<file path="src/rtl/cfg_dly_pkg.sv">
package cfg_dly_pkg;
  typedef enum logic [2:0] {
    ST_CLEAR = 3'd0,
    ST_WAIT  = 3'd1,
    ST_HOLD  = 3'd2,
    ST_MDLY  = 3'd3,
    ST_CFG   = 3'd4
  } cfg_state_e;
endpackage

</file>
<file path="src/rtl/cfg_dly_sync.sv">
module cfg_dly_sync #(
  parameter int STAGES = 2
) (
  input  logic clk_i,
  input  logic rst_ni,
  input  logic d_i,
  output logic q_o
);
  logic [STAGES-1:0] chain_q;

  always_ff @(posedge clk_i or negedge rst_ni) begin
    if (!rst_ni) chain_q <= '0;
    else         chain_q <= {chain_q[STAGES-2:0], d_i};
  end

  assign q_o = chain_q[STAGES-1];
endmodule

</file>
<file path="src/rtl/cfg_dly_tick_cnt.sv">
module cfg_dly_tick_cnt #(
  parameter int W = 7
) (
  input  logic         clk_i,
  input  logic         rst_ni,
  input  logic         clr_i,
  input  logic         en_i,
  input  logic         tick_i,
  input  logic [W-1:0] limit_i,
  output logic         done_o
);
  logic [W-1:0] cnt_q;
  logic [W-1:0] last;

  assign last   = limit_i - {{(W-1){1'b0}}, 1'b1};
  assign done_o = en_i && tick_i && (cnt_q == last);

  always_ff @(posedge clk_i or negedge rst_ni) begin
    if (!rst_ni)              cnt_q <= '0;
    else if (clr_i || done_o) cnt_q <= '0;
    else if (en_i && tick_i)  cnt_q <= cnt_q + {{(W-1){1'b0}}, 1'b1};
  end
endmodule

</file>
<file path="src/rtl/cfg_dly_fsm.sv">
module cfg_dly_fsm
  import cfg_dly_pkg::*;
(
  input  logic       clk_i,
  input  logic       rst_ni,
  input  logic       clear_done_i,
  input  logic       init_s_i,
  input  logic       master_i,
  input  logic       cnt_done_i,
  output cfg_state_e state_o,
  output logic       capture_o
);
  cfg_state_e state_q, state_d;

  always_comb begin
    state_d   = state_q;
    capture_o = 1'b0;
    unique case (state_q)
      ST_CLEAR: if (clear_done_i) state_d = ST_WAIT;
      ST_WAIT: if (init_s_i) begin
        state_d   = ST_HOLD;
        capture_o = 1'b1;
      end
      ST_HOLD: begin
        if (!init_s_i)       state_d = ST_WAIT;
        else if (cnt_done_i) state_d = master_i ? ST_MDLY : ST_CFG;
      end
      ST_MDLY: begin
        if (!init_s_i)       state_d = ST_WAIT;
        else if (cnt_done_i) state_d = ST_CFG;
      end
      ST_CFG:  state_d = ST_CFG;
      default: state_d = ST_CLEAR;
    endcase
  end

  always_ff @(posedge clk_i or negedge rst_ni) begin
    if (!rst_ni) state_q <= ST_CLEAR;
    else         state_q <= state_d;
  end

  assign state_o = state_q;
endmodule

</file>
<file path="src/rtl/cfg_dly_ctrl.sv">
module cfg_dly_ctrl
  import cfg_dly_pkg::*;
#(
  parameter int MODE_W       = 3,
  parameter int RST_TICKS    = 2,
  parameter int MASTER_TICKS = 64,
  parameter int SYNC_STAGES  = 2,
  parameter int MASTER_BIT   = 0
) (
  input  logic              clk_i,
  input  logic              rst_ni,
  input  logic              init_pin_i,
  input  logic              clear_done_i,
  input  logic [MODE_W-1:0] mode_i,
  input  logic              osc_tick_i,
  output logic              init_pd_o,
  output logic [MODE_W-1:0] mode_o,
  output logic              cfg_en_o
);
  localparam int MAX_TICKS = (RST_TICKS > MASTER_TICKS) ? RST_TICKS : MASTER_TICKS;
  localparam int CNT_W     = $clog2(MAX_TICKS + 1);

  cfg_state_e        state;
  logic              init_s;
  logic              capture;
  logic              cnt_done;
  logic              counting;
  logic [CNT_W-1:0]  limit;
  logic [MODE_W-1:0] mode_q;

  cfg_dly_sync #(.STAGES(SYNC_STAGES)) u_sync (
    .clk_i (clk_i),
    .rst_ni(rst_ni),
    .d_i   (init_pin_i),
    .q_o   (init_s)
  );

  assign counting = (state == ST_HOLD) || (state == ST_MDLY);
  assign limit    = (state == ST_MDLY) ? CNT_W'(MASTER_TICKS) : CNT_W'(RST_TICKS);

  cfg_dly_tick_cnt #(.W(CNT_W)) u_cnt (
    .clk_i  (clk_i),
    .rst_ni (rst_ni),
    .clr_i  (!counting || !init_s),
    .en_i   (counting && init_s),
    .tick_i (osc_tick_i),
    .limit_i(limit),
    .done_o (cnt_done)
  );

  cfg_dly_fsm u_fsm (
    .clk_i       (clk_i),
    .rst_ni      (rst_ni),
    .clear_done_i(clear_done_i),
    .init_s_i    (init_s),
    .master_i    (mode_q[MASTER_BIT]),
    .cnt_done_i  (cnt_done),
    .state_o     (state),
    .capture_o   (capture)
  );

  always_ff @(posedge clk_i or negedge rst_ni) begin
    if (!rst_ni)      mode_q <= '0;
    else if (capture) mode_q <= mode_i;
  end

  assign init_pd_o = (state == ST_CLEAR);
  assign mode_o    = mode_q;
  assign cfg_en_o  = (state == ST_CFG);
endmodule

</file>
<file path="config.mk">
export PLATFORM = sky130hd
export DESIGN_NAME = cfg_dly_ctrl
export DESIGN_NICKNAME = d
export VERILOG_FILES = /design/src/rtl/cfg_dly_pkg.sv /design/src/rtl/cfg_dly_sync.sv /design/src/rtl/cfg_dly_tick_cnt.sv /design/src/rtl/cfg_dly_fsm.sv /design/src/rtl/cfg_dly_ctrl.sv
export SDC_FILE = /design/constraint.sdc
export NUM_CORES = 1
export LEC_CHECK = 0
export BUFFER_PORTS_ARGS = -buffer_cell sky130_fd_sc_hd__buf_2
export CAP_MARGIN = 20
export CORE_UTILIZATION = 25
export CTS_BUF_LIST = sky130_fd_sc_hd__clkbuf_16
export DETAILED_ROUTE_END_ITERATION = 7
export GPL_ROUTABILITY_DRIVEN = 0
export MAX_ROUTING_LAYER = met4
export PLACE_DENSITY_LB_ADDON = 0.3
export SETUP_SLACK_MARGIN = 0.05
export SLEW_MARGIN = 20
export SYNTH_ARGS = -nofsm -noshare
export SYNTH_HDL_FRONTEND = slang
export SYNTH_SLANG_ARGS = --single-unit
</file>
<file path="constraint.sdc">
create_clock -name clk_i -period 2.9 [get_ports clk_i]
set_input_delay 0.58 -clock clk_i [delete_from_list [all_inputs] [get_ports clk_i]]
set_output_delay 0.58 -clock clk_i [all_outputs]
set_load 0.01 [all_outputs]
</file>
==> flow_metrics.env <==
export IMPL_first_iter_violations=33
export IMPL_fp_dieW_um=57.0
export IMPL_grt_max_degree=16
export IMPL_clk_latency_ns=0.24
export IMPL_status="finished, final reports clean"
export IMPL_vias=542
export IMPL_cts_buffers=3
export IMPL_dpl_cell_area_um2=818
export IMPL_area_delta_synth_final_pct=18.5
export IMPL_crit_arrival_ns=1.25
export IMPL_antenna_cells=0
export IMPL_worst_slew_pin_slew_ns=0.395
export IMPL_irDropWorstVdd_uv=245
export IMPL_cts_setup_buffers=0
export IMPL_dpl_hpwl_um=967
export IMPL_hp_class="in -> async"
export IMPL_place_ws_ns=1.02
export IMPL_syn_area_um2=757
export IMPL_ys_seq_area_frac=0.496
export IMPL_root_buffer="clkbuf_16"
export IMPL_power_total_uw=773
export IMPL_antenna_found_initial=0
export IMPL_crit_type="reg -> out"
export IMPL_fin_area_um2=897
export IMPL_final_antenna_net_count=0
export IMPL_clock_sinks=15
export IMPL_setup_viol=0
export IMPL_h_tree_depth=1
export IMPL_wl_um=1330
export IMPL_cpLargestDelayFamily="flip-flops"
export IMPL_post_route_util=0.320
export IMPL_power_per_cell_area_mw_per_mm2=862
export IMPL_n_fill_cell=296
export IMPL_cp_required_ns=2.32
export IMPL_drv_cap=0
export IMPL_maxSlewHeadroom=0.737
export IMPL_path_cells="nor3b_1 -> buf_2"
export IMPL_ys_seq_elements=15
export IMPL_clockBufferDepth=2
export IMPL_die_area_mm2=0.00325
export IMPL_period_minus_slack_ns=1.83
export IMPL_path_clk_slew_ns=0.04
export IMPL_fp_row_count=19
export IMPL_slowest_delay_ns=0.51
export IMPL_drive_gt1_frac=0.291
export IMPL_p_leak_nw=0.403
export IMPL_drv_slew=0
export IMPL_via_per_inst=4.93
export IMPL_syn_inst=67
export IMPL_final_common_cell="dfrtp_1"
export IMPL_final_cell_mix="15 x dfrtp_1, 12 x buf_2, 8 x nor2_1, 5 x nand4_1, 4 x xor2_1"
export IMPL_fin_crit_sh=0.630
export IMPL_final_nets=89
export IMPL_drt_pass1_iter_count=4
export IMPL_ios=13
export IMPL_first_global_vias=509
export IMPL_synthesis_nets=76
export IMPL_synth_area_per_cell_um2=11.3
export IMPL_start_util=0.270
export IMPL_cts_resized=0
export IMPL_drc_errors=0
export IMPL_crit_fanout=13
export IMPL_start_kind="flop"
export IMPL_fmax_mhz=548
export IMPL_crit_path_end_kind="output port"
export IMPL_synth_warnings=0
export IMPL_overflow=0
export IMPL_port_buffers=12
export IMPL_ys_types=28
export IMPL_tritoncts="done"
export IMPL_tns_ns=0
export IMPL_holdBufCountCts=0
export IMPL_core_area_mm2=0.00281
export IMPL_final_setup_worst_slack_ns=1.07
export IMPL_cp_slowest_cell="dfrtp_1"
export IMPL_fin_skew_ns=0.00104
export IMPL_wire_per_inst_um=12.1
export IMPL_rsz0062_at_grt="no"
export IMPL_grt_use_total=0.0973
export IMPL_crit_buf_inv=1
export IMPL_die_h_um=57.0
export IMPL_grt_pass1_wl_um=2270
export IMPL_hold_violations=0
power by group:
group	internal (mW)	switching [mW]
Clock	0.182	0.0768
Sequential	0.255	0.0646
Combinational	0.107	0.0880
layout make-up:
class / instances / area (µm²) / share of cell area
Sequential cell: 15 / 375 / 0.418
Multi-Input combinational cell: 48 / 344 / 0.384
Clock buffer: 3 / 75.1 / 0.0837
Timing Repair Buffer: 12 / 60.1 / 0.0669
Tap cell: 31 / 38.8 / 0.0432
Clock inverter: 1 / 3.75 / 0.00418
worst reg2reg max path, stage by stage (launching register included):
cell and delay [ns]:
dfrtp_1 0.57, nand3b_2 0.17, or4_4 0.56, a211o_1 0.30, a31oi_1 0.12
through the flow:
| step | hold slack [ns] | cells |
|---|---|---|
| final | 0.229 | 110 |
| after global routing | 0.259 | 110 |
| after CTS | 0.244 | 110 |
| after detailed placement | 0.337 | 106 |
| after global placement | 0.333 | 106 |
| after floorplan | 0.284 | 67 |
path summary, 6_finish.rpt:
path                                         startpoint  slack [ns]  cells after the start                           end
setup / recovery           u_fsm.state_o[1]$_DFFE_PN0P_        1.07                      2                      cfg_en_o
hold reg to reg             u_sync.chain_q[0]$_DFF_PN0_        0.35                      0   u_sync.chain_q[1]$_DFF_PN0_
setup reg to reg           u_fsm.state_o[1]$_DFFE_PN0P_        1.10                      4  u_fsm.state_o[0]$_DFFE_PN0P_
min in group clk_i          u_sync.chain_q[0]$_DFF_PN0_        0.35                      0   u_sync.chain_q[1]$_DFF_PN0_
hold / removal                                   rst_ni        0.23                      1  u_fsm.state_o[0]$_DFFE_PN0P_
max in group asynchronous                        rst_ni        2.43                      1         mode_o[2]$_DFFE_PN0P_
Yosys cell counts:
cell type,instances,share of area
a211o_1,1,0.012
a31oi_1,2,0.017
and2b_2,1,0.012
and3_1,2,0.017
and3b_1,1,0.012
and4bb_2,1,0.017
buf_4,2,0.020
buf_6,2,0.030
dfrtp_1,15,0.50
ha_1,1,0.017
mux2_2,3,0.045
mux2i_1,2,0.026
nand2_1,2,0.0099
nand2b_1,1,0.0083
nand3_1,3,0.020
nand3b_2,1,0.015
nand4_1,5,0.041
nor2_1,8,0.040
nor3_1,1,0.0066
nor3b_1,1,0.0099
nor4_1,1,0.0083
o21a_1,1,0.0099
o21ai_0,1,0.0066
o21bai_1,1,0.0099
o31a_2,1,0.013
or4_4,1,0.015
xnor2_1,2,0.023
xor2_1,4,0.046
sequential cells by signal (all words and copies together) (netlist names):
register        flops
mode_o              3
u_fsm.state_o       3
u_cnt.cnt_q         7
u_sync.chain_q      2
logic make-up after synthesis:
logic type                 count (synthesis)  synth area share
AOI/OAI and AO/OA                          7            0.0678
xor gates and xnor gates                   6            0.0694
adders and majority gates                  1            0.0165
buffers and inverters                      4            0.0496
DFF                                       15             0.496
muxes                                      5            0.0711
and+or+nand+nor                           29             0.230
per-layer routing:
| metal | vias up | share of wire | routed length (µm) | track usage |
|---|---|---|---|---|
| met4 | 0 | 0.032 | 43 | 0.0732 |
| met1 | 260 | 0.46 | 614 | 0.117 |
| met2 | 13 | 0.47 | 620 | 0.138 |
| met5 | - | 0 | 0 | - |
| met3 | 5 | 0.035 | 47 | 0.0272 |
| li1 | 264 | - | - | - |
Power figures use the tool's default switching activity.
